[src/rtl/softstart_pkg.sv]
package softstart_pkg;
  typedef enum logic [2:0] {
    ST_OFF  = 3'd0,
    ST_WAIT = 3'd1,
    ST_RAMP = 3'd2,
    ST_RUN  = 3'd3,
    ST_HOLD = 3'd4,
    ST_TRIP = 3'd5
  } seq_state_e;
endpackage

[src/rtl/ss_tick_counter.sv]
module ss_tick_counter #(
  parameter int CNT_W = 10
) (
  input  logic             clk,
  input  logic             rst_n,
  input  logic             clr,
  input  logic             tick,
  input  logic [CNT_W-1:0] limit_m1,
  output logic             wrap
);
  logic [CNT_W-1:0] cnt_q, cnt_d;
  logic             at_end;

  assign at_end = (cnt_q == limit_m1);
  assign wrap   = tick && at_end && !clr;

  always_comb begin
    cnt_d = cnt_q;
    if (clr)         cnt_d = '0;
    else if (tick)   cnt_d = at_end ? '0 : cnt_q + 1'b1;
  end

  always_ff @(posedge clk or negedge rst_n) begin
    if (!rst_n) cnt_q <= '0;
    else        cnt_q <= cnt_d;
  end

  AST_IDLE_HOLDS: assert property (@(posedge clk) disable iff (!rst_n)
    (!tick && !clr) |=> $stable(cnt_q));
endmodule

[src/rtl/ss_ramp_code.sv]
module ss_ramp_code #(
  parameter int CODE_W   = 7,
  parameter int REF_CODE = 64
) (
  input  logic              clk,
  input  logic              rst_n,
  input  logic              clr,
  input  logic              step,
  output logic [CODE_W-1:0] code,
  output logic              last_step
);
  localparam logic [CODE_W-1:0] TOP = CODE_W'(REF_CODE);

  logic [CODE_W-1:0] code_q, code_d;

  assign code      = code_q;
  assign last_step = step && (code_q == TOP - 1'b1);

  always_comb begin
    code_d = code_q;
    if (clr)                      code_d = '0;
    else if (step && code_q < TOP) code_d = code_q + 1'b1;
  end

  always_ff @(posedge clk or negedge rst_n) begin
    if (!rst_n) code_q <= '0;
    else        code_q <= code_d;
  end

  AST_CODE_CEILING: assert property (@(posedge clk) disable iff (!rst_n)
    code_q <= TOP);
  AST_CODE_SINGLE_STEP: assert property (@(posedge clk) disable iff (!rst_n)
    (code_q != $past(code_q)) |-> (code_q == $past(code_q) + 1'b1 || code_q == '0));
endmodule

[src/rtl/ss_seq_fsm.sv]
module ss_seq_fsm
  import softstart_pkg::*;
#(
  parameter int CODE_W   = 7,
  parameter int REF_CODE = 64
) (
  input  logic              clk,
  input  logic              rst_n,
  input  logic              vcc_hi,
  input  logic              vcc_ok,
  input  logic              comp_on,
  input  logic              fb_low,
  input  logic              wrap,
  input  logic              last_step,
  input  logic [CODE_W-1:0] ramp_code,
  output logic              in_wait,
  output logic              in_ramp,
  output logic              cnt_clr,
  output logic              ramp_clr,
  output logic [CODE_W-1:0] ref_code,
  output logic              pwm_en,
  output logic              fault
);
  seq_state_e st_q, st_d;

  always_comb begin
    st_d = st_q;
    if (!vcc_ok) begin
      st_d = ST_OFF;
    end else begin
      case (st_q)
        ST_OFF:  if (vcc_hi) st_d = comp_on ? ST_WAIT : ST_HOLD;
        ST_HOLD: if (comp_on) st_d = ST_WAIT;
        ST_WAIT: if (!comp_on) st_d = ST_HOLD;
                 else if (wrap) st_d = ST_RAMP;
        ST_RAMP: if (!comp_on) st_d = ST_HOLD;
                 else if (last_step) st_d = ST_RUN;
        ST_RUN:  if (!comp_on) st_d = ST_HOLD;
                 else if (fb_low) st_d = ST_TRIP;
        ST_TRIP: st_d = ST_TRIP;
        default: st_d = ST_OFF;
      endcase
    end
  end

  always_ff @(posedge clk or negedge rst_n) begin
    if (!rst_n) st_q <= ST_OFF;
    else        st_q <= st_d;
  end

  assign in_wait  = (st_q == ST_WAIT);
  assign in_ramp  = (st_q == ST_RAMP);
  assign cnt_clr  = !(in_wait || in_ramp);
  assign ramp_clr = !(in_ramp || st_q == ST_RUN);
  assign pwm_en   = in_ramp || (st_q == ST_RUN);
  assign fault    = (st_q == ST_TRIP);

  always_comb begin
    ref_code = '0;
    if (st_q == ST_RUN) ref_code = CODE_W'(REF_CODE);
    else if (in_ramp)   ref_code = ramp_code;
  end

  AST_FAULT_LATCHED: assert property (@(posedge clk) disable iff (!rst_n)
    (fault && vcc_ok) |=> fault);
  AST_UV_TRIPS_RUN: assert property (@(posedge clk) disable iff (!rst_n)
    (pwm_en && ref_code == CODE_W'(REF_CODE) && fb_low && comp_on && vcc_ok) |=> (fault && !pwm_en));
  AST_UV_IGNORED_RAMP: assert property (@(posedge clk) disable iff (!rst_n)
    (in_ramp && fb_low && vcc_ok) |=> !fault);
  AST_SHUTDOWN_GATES: assert property (@(posedge clk) disable iff (!rst_n)
    !comp_on |=> !pwm_en);
  AST_SUPPLY_LOSS: assert property (@(posedge clk) disable iff (!rst_n)
    !vcc_ok |=> (!pwm_en && !fault));
endmodule

[src/rtl/softstart_seq.sv]
module softstart_seq #(
  parameter int DELAY_TICKS = 1024,
  parameter int STEP_TICKS  = 16,
  parameter int REF_CODE    = 64
) (
  input  logic       clk,
  input  logic       rst_n,
  input  logic       osc_tick,
  input  logic       vcc_hi,
  input  logic       vcc_ok,
  input  logic       comp_on,
  input  logic       fb_low,
  output logic [6:0] ref_code,
  output logic       pwm_en,
  output logic       fault
);
  localparam int CODE_W = 7;
  localparam int CNT_W  = (DELAY_TICKS > STEP_TICKS) ? $clog2(DELAY_TICKS) : $clog2(STEP_TICKS);
  localparam logic [CNT_W-1:0] DELAY_M1 = CNT_W'(DELAY_TICKS - 1);
  localparam logic [CNT_W-1:0] STEP_M1  = CNT_W'(STEP_TICKS - 1);

  logic              in_wait, in_ramp, cnt_clr, ramp_clr, wrap, last_step, step;
  logic [CNT_W-1:0]  limit_m1;
  logic [CODE_W-1:0] ramp_code;

  assign limit_m1 = in_wait ? DELAY_M1 : STEP_M1;
  assign step     = wrap && in_ramp;

  ss_tick_counter #(.CNT_W(CNT_W)) u_cnt (
    .clk(clk), .rst_n(rst_n), .clr(cnt_clr), .tick(osc_tick),
    .limit_m1(limit_m1), .wrap(wrap)
  );

  ss_ramp_code #(.CODE_W(CODE_W), .REF_CODE(REF_CODE)) u_ramp (
    .clk(clk), .rst_n(rst_n), .clr(ramp_clr), .step(step),
    .code(ramp_code), .last_step(last_step)
  );

  ss_seq_fsm #(.CODE_W(CODE_W), .REF_CODE(REF_CODE)) u_fsm (
    .clk(clk), .rst_n(rst_n), .vcc_hi(vcc_hi), .vcc_ok(vcc_ok),
    .comp_on(comp_on), .fb_low(fb_low), .wrap(wrap), .last_step(last_step),
    .ramp_code(ramp_code), .in_wait(in_wait), .in_ramp(in_ramp),
    .cnt_clr(cnt_clr), .ramp_clr(ramp_clr), .ref_code(ref_code),
    .pwm_en(pwm_en), .fault(fault)
  );
endmodule

[config.mk]
export PLATFORM = sky130hd
export DESIGN_NAME = softstart_seq
export DESIGN_NICKNAME = d
export VERILOG_FILES = /design/src/rtl/softstart_pkg.sv /design/src/rtl/ss_tick_counter.sv /design/src/rtl/ss_ramp_code.sv /design/src/rtl/ss_seq_fsm.sv /design/src/rtl/softstart_seq.sv
export SDC_FILE = /design/constraint.sdc
export NUM_CORES = 1
export LEC_CHECK = 0
export CORE_ASPECT_RATIO = 0.7
export CORE_MARGIN = 2
export CORE_UTILIZATION = 30
export DETAILED_ROUTE_END_ITERATION = 12
export GPL_TIMING_DRIVEN = 0
export SYNTH_ARGS = -nofsm -noshare
export SYNTH_HDL_FRONTEND = slang
export SYNTH_SLANG_ARGS = --single-unit
[constraint.sdc]
create_clock -name clk -period 1.7 [get_ports clk]
set_input_delay 0.51 -clock clk [delete_from_list [all_inputs] [get_ports clk]]
set_output_delay 0.51 -clock clk [all_outputs]
set_load 0.03 [all_outputs]
# == Yosys cells after proc, flatten, opt, wreduce, memory -nomap -nowiden ==
# Cells that the tools add are included.
# word_totals
ramBits,0
latchBits,0
n_memories,0
inputBits,7
elab_cells,48
output_inout_bits,9
regBits,20
mem_bits_ro,0
# op_classes
eq_ne,14
n_shift,0
multipliers,0
div_mod_pow,0
bitwise_logic,0
addsub,2
mux,19
magnitude_cmp,1
reduce_logical,9
# ops
operator,n
two-way mux 10 bit,4
two-way mux 3 bit,10
two-way mux 7 bit,4
case mux 3 bit (6 select lines),1
"adder 10 x 1 -> 10 bit, second input constant",1
== test 10 bit,1
"!= test 4 x 3 -> 1 bit, second input constant",2
"adder 7 x 1 -> 7 bit, second input constant",1
"== test 7 x 6 -> 1 bit, second input constant",1
"< comparator 7 bit, second input constant",1
"== test 3 x 2 -> 1 bit, second input constant",2
"== test 3 bit, second input constant",2
"!= test 3 bit, second input constant",2
logical AND 1 bit,5
AND reduction 5 bit,1
"!= test 4 bit, second input constant",1
"== test 3 x 1 -> 1 bit, second input constant",1
logical NOT 3 bit,1
logical OR 1 bit,2
"!= test 2 x 1 -> 1 bit, second input constant",1
"!= test 2 bit, second input constant",1

# == Longest topological paths before layout ==
# Gate-level depths: netlist of the first run.
# logic_depth
word_depth,11
ltp_mapped,7
mapped_depth_nobuf,6

# == Hierarchy ==
# Synthesis of the first run repeated with hierarchy kept, for this count alone.
# hier_totals
cells_unflattened,173
hier_area_um2,1515.2
# by_module_without_submodules
mod,instances,cells_per_inst,seq_area_each_um2,area_per_inst_um2
ss_tick_counter,1,94,250.2,837.1
ss_ramp_code,1,34,175.2,347.8
ss_seq_fsm,1,43,75.1,320.3
softstart_seq,1,2,0.0,10.0

# == Worst setup path before layout of the first run ==
# Ideal clock, no wire load.
# synth_path
path_type,register to register
start,register u_cnt.cnt_q[5]
end,register u_cnt.cnt_q[5]
stages_incl_launch_ff,6
arrival_ns,1.591
period_less_slack_ns,1.732
setup_time_ns,0.141
slack_ns,-0.032
n_path_buf,0
required_time_ns,1.559
path_cell_list,dfrtp_1 -> or4_4 -> nor3_4 -> o2bb2a_4 -> o21ai_0 -> a311oi_1
# synth_via
elab_chain_cells,4
word_cells_on_any_way,5
cone_classes,add/sub: 1; eq/ne: 1; mux: 3
# synth_rtl
item,line,text
start: declaration,ss_tick_counter.sv:11,"logic [CNT_W-1:0] cnt_q, cnt_d;"
start signal: assignment,ss_tick_counter.sv:25,else cnt_q <= cnt_d;
adder 10 x 1 -> 10 bit / == test 10 bit (equally long branches),"ss_tick_counter.sv:20, ss_tick_counter.sv:14",
two-way mux 10 bit (*) (2 in series),ss_tick_counter.sv:20,else if (tick) cnt_d = at_end ? '0 : cnt_q + 1'b1;
two-way mux 10 bit (*),ss_tick_counter.sv:19,if (clr) cnt_d = '0;
# Mark *: on every way between the ends. The rest lies on a longest branch, timed or not. The select of a mux whose other input is x is not followed.
# A chain may end at the register's enable or synchronous reset.

# == Worst setup path in the final report of the first run ==
# layout_path
start,register u_fsm.st_q[2]
end,output port ref_code[4]
# layout_via
elab_chain_cells,3
word_cells_on_any_way,4
cone_classes,eq/ne: 2; mux: 2
# layout_rtl
item,line,text
start: declaration,ss_seq_fsm.sv:24,"seq_state_e st_q, st_d;"
start signal: assignment,ss_seq_fsm.sv:48,else st_q <= st_d;
== test 3 x 2 -> 1 bit,ss_seq_fsm.sv:52,assign in_ramp = (st_q == ST_RAMP);
two-way mux 7 bit,ss_seq_fsm.sv:61,else if (in_ramp) ref_code = ramp_code;
two-way mux 7 bit (*),ss_seq_fsm.sv:60,if (st_q == ST_RUN) ref_code = CODE_W'(REF_CODE);
end: declaration,softstart_seq.sv:13,"output logic [6:0] ref_code,"
# Mark *: on every way between the ends. The rest lies on a longest branch, timed or not.

==> results list, run 1 <==
- Dividing the synthesized area by the synthesized cell count gives 8.87 sq um.
- The number of antenna diodes in the final layout is 0.
* Die height: 58.2 um
- Max Clock Skew: 9.58 ps
- Num CTS Buffers: 3
- The internal power of the cells totals ~940 uW.
- Post-detailed-placement half-perimeter wirelength: between 1500 and 2000 um
* Summed area of non-filler cells in the final layout: just under 2000 sq um
- Power density relative to cell area: 661 nW/um^2
- Setup repair after global routing could not meet its margin everywhere.
- Static timing analysis puts the maximum clock frequency at 550 MHz.
- For this design the total switching power over the nets is between 300 and 400 uW.
- The floorplan has 19 rows.
- GRT Residual Overflow: 0
* Fin crit period: 1820 ps
* Type of element launching the critical path: register
* Ys Warns: 0
- CTS root buf: sky130_fd_sc_hd__clkbuf_8
* Failing checks: setup timing
- The worst pin sits at a relative slew slack of 0.371.
- Clock-pin slew reported for the worst setup and hold paths after clock tree synthesis: approximately 90 ps
- Antenna violations before repair: 0
- Dividing the final minimum period by the clock period gives 1.07.
* Commonest register cell after synthesis: sky130_fd_sc_hd__dfrtp_1
- Summed over all layers, the routed wires come to 3410 um.
- Average vias per placed instance: 5.09
- Counting every instance in the synthesized netlist gives 142.
- The die covers between 4000 and 5000 sq um.
- Routability-driven placement finished with a final weighted congestion of roughly 0.77.
- Run status: finished, violations left
- For this configuration, the core starts out at a cell density of 0.317.
- Count of unique library cells instantiated by Yosys: 39
* Comb power frac: 0.243
- Post-detailed-placement cell area: 1480 sq um
- Worst hold path class: reg -> reg
- Critical path required time: 1190 ps
* Number of nets still failing antenna checks after routing: 0
- After detailed routing, the average wire length per cell comes to 14.0 um.
- For this run, asynchronously set or reset flops after synthesis account for 1.00.
- For this design the top-level I/O count stands at 16.
- Number of buffers between clock root and the deepest sink: 2
- Counting every sink on the clock net gives 20.
* Width of the die: 81.5 um
- Buffers placed on the I/O ports in this run total 15.
- Area of the mapped netlist: around 1300 sq um
- Counting flops and latches in the post-synthesis netlist gives 20.
- Post-detailed-route DRC marker count: 0
- Endpoint type of the worst setup path: primary output
- Clk network pwr share: 0.377
* Total Power: 1.31 mW
* Seq pwr share: 0.380
* Final setup slack of the worst path: -120 ps
- Maximum number of pins on one net before global-route repair: 21
- Global-route wire length before repair: 5350 um
- Drt first pass iters: 4
- Worst setup path category: reg -> out
* Fraction of the core area covered by cells at the end of the flow: 0.499
- The number of pins with negative max-slew slack in the final report came to 0.
* Area growth, synth to finish: 57.3%
- When the netlist entered floorplanning its net count stood at 151.
- Share of cells above drive strength 1: 0.464
* Clk_lat worst skew: 270 ps
* Vias in the first global route: around 1200
* Final-report hold violation count: 0
- For the pin with the worst max-slew slack, the measured transition is 941 ps.
* First-iteration detailed-routing DRC count: 53
* Count of vias placed by the detailed router: between 1000 and 1500
- The analysis attributes to cell leakage a power of 0.829 nW.
- Final number of setup-violating endpoints: 16
- Leaving out fill and tap cells, the most frequent cell in the layout is sky130_fd_sc_hd__buf_4.
- # Max-Cap Violations: 0
* Filler cell count: 357
- In the global route stage, overall resource usage came out at 0.149.
- Final Net Count: approximately 200
* Number of flops mapped to enable cells by yosys: 0
* Worst IR Drop VDD: 0.000342 V
- Along the worst path, the maximum fanout reaches 6.
- CTS tree: built
- Core footprint: roughly 4000 sq um
* Proportion of total power due to net switching: 0.279
* Hold_buf cts: 0
* Worst endpoint data arrival time: about 1300 ps
- Commonest cells after routing, fill and taps aside: sky130_fd_sc_hd__buf_4, sky130_fd_sc_hd__buf_6, sky130_fd_sc_hd__dfrtp_1, sky130_fd_sc_hd__nor2_1, sky130_fd_sc_hd__nand2_1
- Number of levels in the clock H-tree: 1
* Sequential-to-total area share from yosys stat: 0.397
-- Yosys cell counts (all sizes together), types with 2 or more instances --
cell / count / area, sq um
a21oi: 7 / 35.0
a311oi: 2 / 17.5
a31oi: 3 / 18.8
and2: 7 / 43.8
and3: 3 / 18.8
buf: 2 / 18.8
clkbuf: 3 / 21.3
dfrtp: 20 / 500
ha: 2 / 25.0
inv: 4 / 15.0
nand2: 12 / 45.0
nand2b: 7 / 43.8
nand3: 15 / 75.1
nand4: 2 / 12.5
nand4b: 2 / 17.5
nor2: 18 / 67.6
o21ai: 5 / 25.0
o31ai: 2 / 15.0
xor2: 8 / 70.1
-- final timing paths --
check | start | endpoint | slack (ps) | depth (start not counted)
max in group asynchronous | rst_n | u_fsm.st_q[2]$_DFFE_PN0P_ | 290 | 1
max | u_fsm.st_q[2]$_DFFE_PN0P_ | ref_code[4] | -120 | 4
min in group asynchronous | rst_n | u_cnt.cnt_q[7]$_DFFE_PN0P_ | 760 | 1
min reg2reg | u_ramp.code[5]$_DFFE_PN0P_ | u_ramp.code[5]$_DFFE_PN0P_ | 580 | 2
max reg2reg | u_cnt.cnt_q[4]$_DFFE_PN0P_ | u_cnt.cnt_q[3]$_DFFE_PN0P_ | -60 | 6
min | u_ramp.code[5]$_DFFE_PN0P_ | u_ramp.code[5]$_DFFE_PN0P_ | 580 | 2
-- repair_timing --
item | CTS | global route
buffers inserted | 23 | 11
gates resized for setup | 93 | 30
setup endpoints to repair | 26 | 24
pin swaps | 21 | 21
-- critical path, cell delays in order (launching register included) --
cell	delay (ps)
sky130_fd_sc_hd__dfrtp_2	410
sky130_fd_sc_hd__nand2b_4	170
sky130_fd_sc_hd__nor2_4	180
sky130_fd_sc_hd__and2_2	170
sky130_fd_sc_hd__buf_6	120
-- layer usage --
| metal | share of wire | GRT usage |
|---|---|---|
| met1 | 0.46 | 0.183 |
| met5 | 0 | 0 |
| met3 | 0.026 | 0.0312 |
| met2 | 0.50 | 0.246 |
| met4 | 0.0079 | 0.0799 |
-- power by group through the flow --
stage / combinational, mW / sequential [mW] / clock, mW
finish: 0.319 / 0.498 / 0.494
global placement: 0.200 / 0.513 / 0
detailed placement: 0.205 / 0.513 / 0
global route: 0.348 / 0.499 / 0.520
CTS: 0.275 / 0.498 / 0.501
floorplan: 0.140 / 0.510 / 0
-- registers in the layout (all words and copies together), names as in the netlist --
register / count
u_ramp.code: 7
u_fsm.st_q: 3
u_cnt.cnt_q: 10
-- per-stage QoR --
stage | std cells | setup TNS (ps) | hold WS [ps] | setup slack [ps]
after floorplan | 142 | -50.4 | 214 | -32.1
after global placement | 209 | -12760 | 520 | -758
after global routing | 244 | -2230 | 597 | -184
after CTS | 235 | -1870 | 538 | -195
final | 244 | -929 | 580 | -120
after detailed placement | 209 | -13450 | 523 | -808
-- cells by family after synthesis --
kind of cell             Yosys count  share of synthesized area
XOR/XNOR                           9                     0.0626
AND/OR/NAND/NOR                   76                      0.331
adder cells (fa/ha/maj)            2                     0.0199
flip-flops                        20                      0.397
AO/OA/AOI/OAI                     26                      0.146
buffers and inverters              9                     0.0437
-- layout make-up --
| cell class | instances | area, sq um | area share |
|---|---|---|---|
| sequential | 20 | 503 | 0.254 |
| clock buffer | 3 | 41.3 | 0.0208 |
| multi-input combinational | 113 | 855 | 0.431 |
| inverter | 4 | 22.5 | 0.0114 |
| tap | 52 | 65.1 | 0.0328 |
| buffer | 4 | 31.3 | 0.0158 |
| timing repair buffer | 47 | 434 | 0.219 |
| clock inverter | 1 | 30.0 | 0.0152 |
(Power assumes the default switching activity.)
==> run 2: changes to the inputs <==
Settings changed: RECOVER_POWER from default to 50.
==> results list, run 2 (synthesis gave the netlist of run 1 again) <==
- Vias in the first global route: 1205 (unchanged)
- Clk network pwr share: 0.377 (about the same)
- The total power divided by cell area came to 661 nW/um^2 (about the same).
* # Max-Cap Violations: 0 (unchanged)
* Number of buffers between clock root and the deepest sink: 2 (unchanged)
- Worst endpoint data arrival time: 1310 ps (about the same)
- Failing checks: setup timing (unchanged)
* Clock sink count: 20 (unchanged)
- Tightest slew margin relative to the limit: 0.364 (was 0.371)
* I/O pin count: 16 (unchanged)
- Summed area of non-filler cells in the final layout: 1980 sq um (unchanged)
- Antenna diodes: 0 (unchanged)
- The number of flip-flops under the largest register name is 10 (unchanged).
* Drt first pass iters: 4 (unchanged)
- CTS root buf: sky130_fd_sc_hd__clkbuf_8 (unchanged)
- GRT Residual Overflow: 0 (unchanged)
* Area growth, synth to finish: 57.3% (unchanged)
* Average vias per placed instance: 5.09 (unchanged)
- The power consumption is 1.31 mW (about the same).
- The DRC violations left was 0 (unchanged).
* Total die area: 4740 sq um (unchanged)
* Num CTS Buffers: 3 (unchanged)
- The longest individual stage delay on the worst path was 410 ps (about the same).
- The required time at the endpoint of the critical path was 1190 ps (about the same).
- Width of the die: 81.5 um (unchanged)
* Crit-path slowest cell: sky130_fd_sc_hd__dfrtp_2 (unchanged)
* Tightest Pin Transition: 950 ps (was 941 ps)
- Fin crit period: 1820 ps (unchanged)
- The final wirelength came to 3410 um (about the same).
- Core footprint: 3970 sq um (unchanged)
* Post-route worst hold slack: 580 ps (unchanged)
- The largest register by flop count was u_cnt.cnt_q (unchanged).
- The effective utilization at floorplan was 0.317 (unchanged).
- The clock input transition at the sequential cells of the worst setup and hold paths was 90 ps (about the same).
- Leakage power of the design: 0.829 nW (about the same)
- The global-route wire length before repair is 5350 um (unchanged).
* Final setup slack of the worst path: -120 ps (unchanged)
- Hold_buf cts: 0 (unchanged)
- Period utilisation layout: 1.07 (unchanged)
* Reported net switching power: 365 uW (unchanged)
- Die height: 58.2 um (unchanged)
- Number of nets still failing antenna checks after routing: 0 (unchanged)
* WL/cell: 14.0 um (about the same)
* Max Slew Vio Count: 0 (unchanged)
* Final number of setup-violating endpoints: 16 (unchanged)
- The sequential share of power is 0.380 (about the same).
- The largest vdd supply drop came to 0.000342 V (about the same).
- Worst setup path category: reg -> out (unchanged)
- Number of levels in the clock H-tree: 1 (unchanged)
- Final-report hold violation count: 0 (unchanged)
* Clk_lat worst skew: 270 ps (about the same)
- Run status: finished, violations left (unchanged).
- Commonest cells after routing, fill and taps aside: sky130_fd_sc_hd__buf_4, sky130_fd_sc_hd__buf_6, sky130_fd_sc_hd__dfrtp_1, sky130_fd_sc_hd__nor2_1, sky130_fd_sc_hd__nand2_1 (unchanged).
* Achievable clock frequency: 550 MHz (unchanged)
* Post-detailed-placement half-perimeter wirelength: 1990 um (unchanged)
- The net count reported at finish came to 202 (unchanged).
- Cell Chain, Critical Path: nand2b_4 > nor2_4 > and2_2 > buf_6 (unchanged)
* Maximum number of pins on one net before global-route repair: 21 (unchanged)
- Worst hold path class: reg -> reg (unchanged)
- The violation count after the first detailed-route iteration came to 53 (unchanged).
- The vias after detailed routing came to 1242 (unchanged).
- The total internal power came to 944 uW (was 945 uW).
- The peak fanout along the critical path is 6 (unchanged).
- The floorplan row count is 19 (unchanged).
* Filler cell count: 357 (unchanged)
* Last weighted congestion value of the routability-driven placer: 0.768 (unchanged)
- Endpoint type of the worst setup path: primary output (unchanged)
- Setup repair after global routing missed its margin: yes (unchanged).
- CTS tree: built (unchanged)
- The startpoint class of the critical path is a register (unchanged).
- The part of the total power dissipated in combinational logic was 0.243 (about the same).
- Share of cells above drive strength 1: 0.464 (unchanged)
- The instance area after placement is 1480 sq um (unchanged).
* PortBufs: 15 (unchanged)
* Antenna violations before repair: 0 (unchanged)
* Most common cell after layout, fill and taps aside: sky130_fd_sc_hd__buf_4 (unchanged)
* Max Clock Skew: 9.58 ps (unchanged)
* Proportion of total power due to net switching: 0.279 (about the same)
* Total track usage: 0.149 (unchanged)
[run 2: stage by stage]
stage | utilization | worst slack [ps] | std cells | setup TNS (ps)
2_1_floorplan | - | -32.1 | 142 | -50.4
3_3_place_gp | 0.373 | -758 | 209 | -12760
3_5_place_dp | 0.373 | -808 | 209 | -13450
4_1_cts | 0.460 | -195 | 235 | -1870
5_1_grt | 0.499 | -184 | 244 | -2230
6_report | 0.499 | -120 | 244 | -929
[run 2: worst paths after layout]
kind                            slack (ps)  cells past startpoint                          to                  startpoint
worst max-delay path                  -120                      4                 ref_code[4]   u_fsm.st_q[2]$_DFFE_PN0P_
worst min-delay path                   580                      2  u_ramp.code[5]$_DFFE_PN0P_  u_ramp.code[5]$_DFFE_PN0P_
max in group asynchronous              220                      1   u_fsm.st_q[2]$_DFFE_PN0P_                       rst_n
worst max register to register         -60                      6  u_cnt.cnt_q[3]$_DFFE_PN0P_  u_cnt.cnt_q[4]$_DFFE_PN0P_
min in group asynchronous              830                      1  u_cnt.cnt_q[7]$_DFFE_PN0P_                       rst_n
worst min register to register         580                      2  u_ramp.code[5]$_DFFE_PN0P_  u_ramp.code[5]$_DFFE_PN0P_
[run 2: critical path, delay by kind of cell (launching register included)]
family                 cells  cell delay [ps]
and+or+nand+nor            3              520
DFF                        1              410
buffers and inverters      1              120
[run 2: area by class of cell]
type / count / area, sq um / share of cell area
multi-input combinational: 113 / 855 / 0.431
sequential: 20 / 503 / 0.254
timing repair buffer: 47 / 434 / 0.219
tap: 52 / 65.1 / 0.0328
clock buffer: 3 / 41.3 / 0.0208
buffer: 4 / 31.3 / 0.0158
clock inverter: 1 / 30.0 / 0.0152
inverter: 4 / 22.5 / 0.0114
[run 2: metal layers]
layer  wire length (um)  up-vias  GRT usage
met4                 27        0     0.0799
met2               1720       18      0.246
met3                 89        2     0.0312
li1                   -      608          -
met1               1570      614      0.183
met5                  0        -          0
[run 2: timing repair]
item | CTS | global route
cloned | 0 | 0
endpoints found under the setup margin | 26 | 24
resized for setup | 93 | 30
pin swaps | 21 | 21
buffers inserted | 23 | 11
[run 2: power groups by stage]
stage / combinational [mW] / sequential (mW) / clock (mW)
detailed placement: 0.205 / 0.513 / 0
CTS: 0.275 / 0.498 / 0.501
floorplan: 0.140 / 0.510 / 0
global route: 0.347 / 0.499 / 0.520
global placement: 0.200 / 0.513 / 0
finish: 0.318 / 0.498 / 0.494
==> run 3: changes to the inputs <==
Settings changed: ABC_CLOCK_PERIOD_IN_PS from default to 1700, GPL_ROUTABILITY_DRIVEN from default to 0.
==> results of run 3 <==
No change in the layout: final DEF, timing and power equal those of run 2.
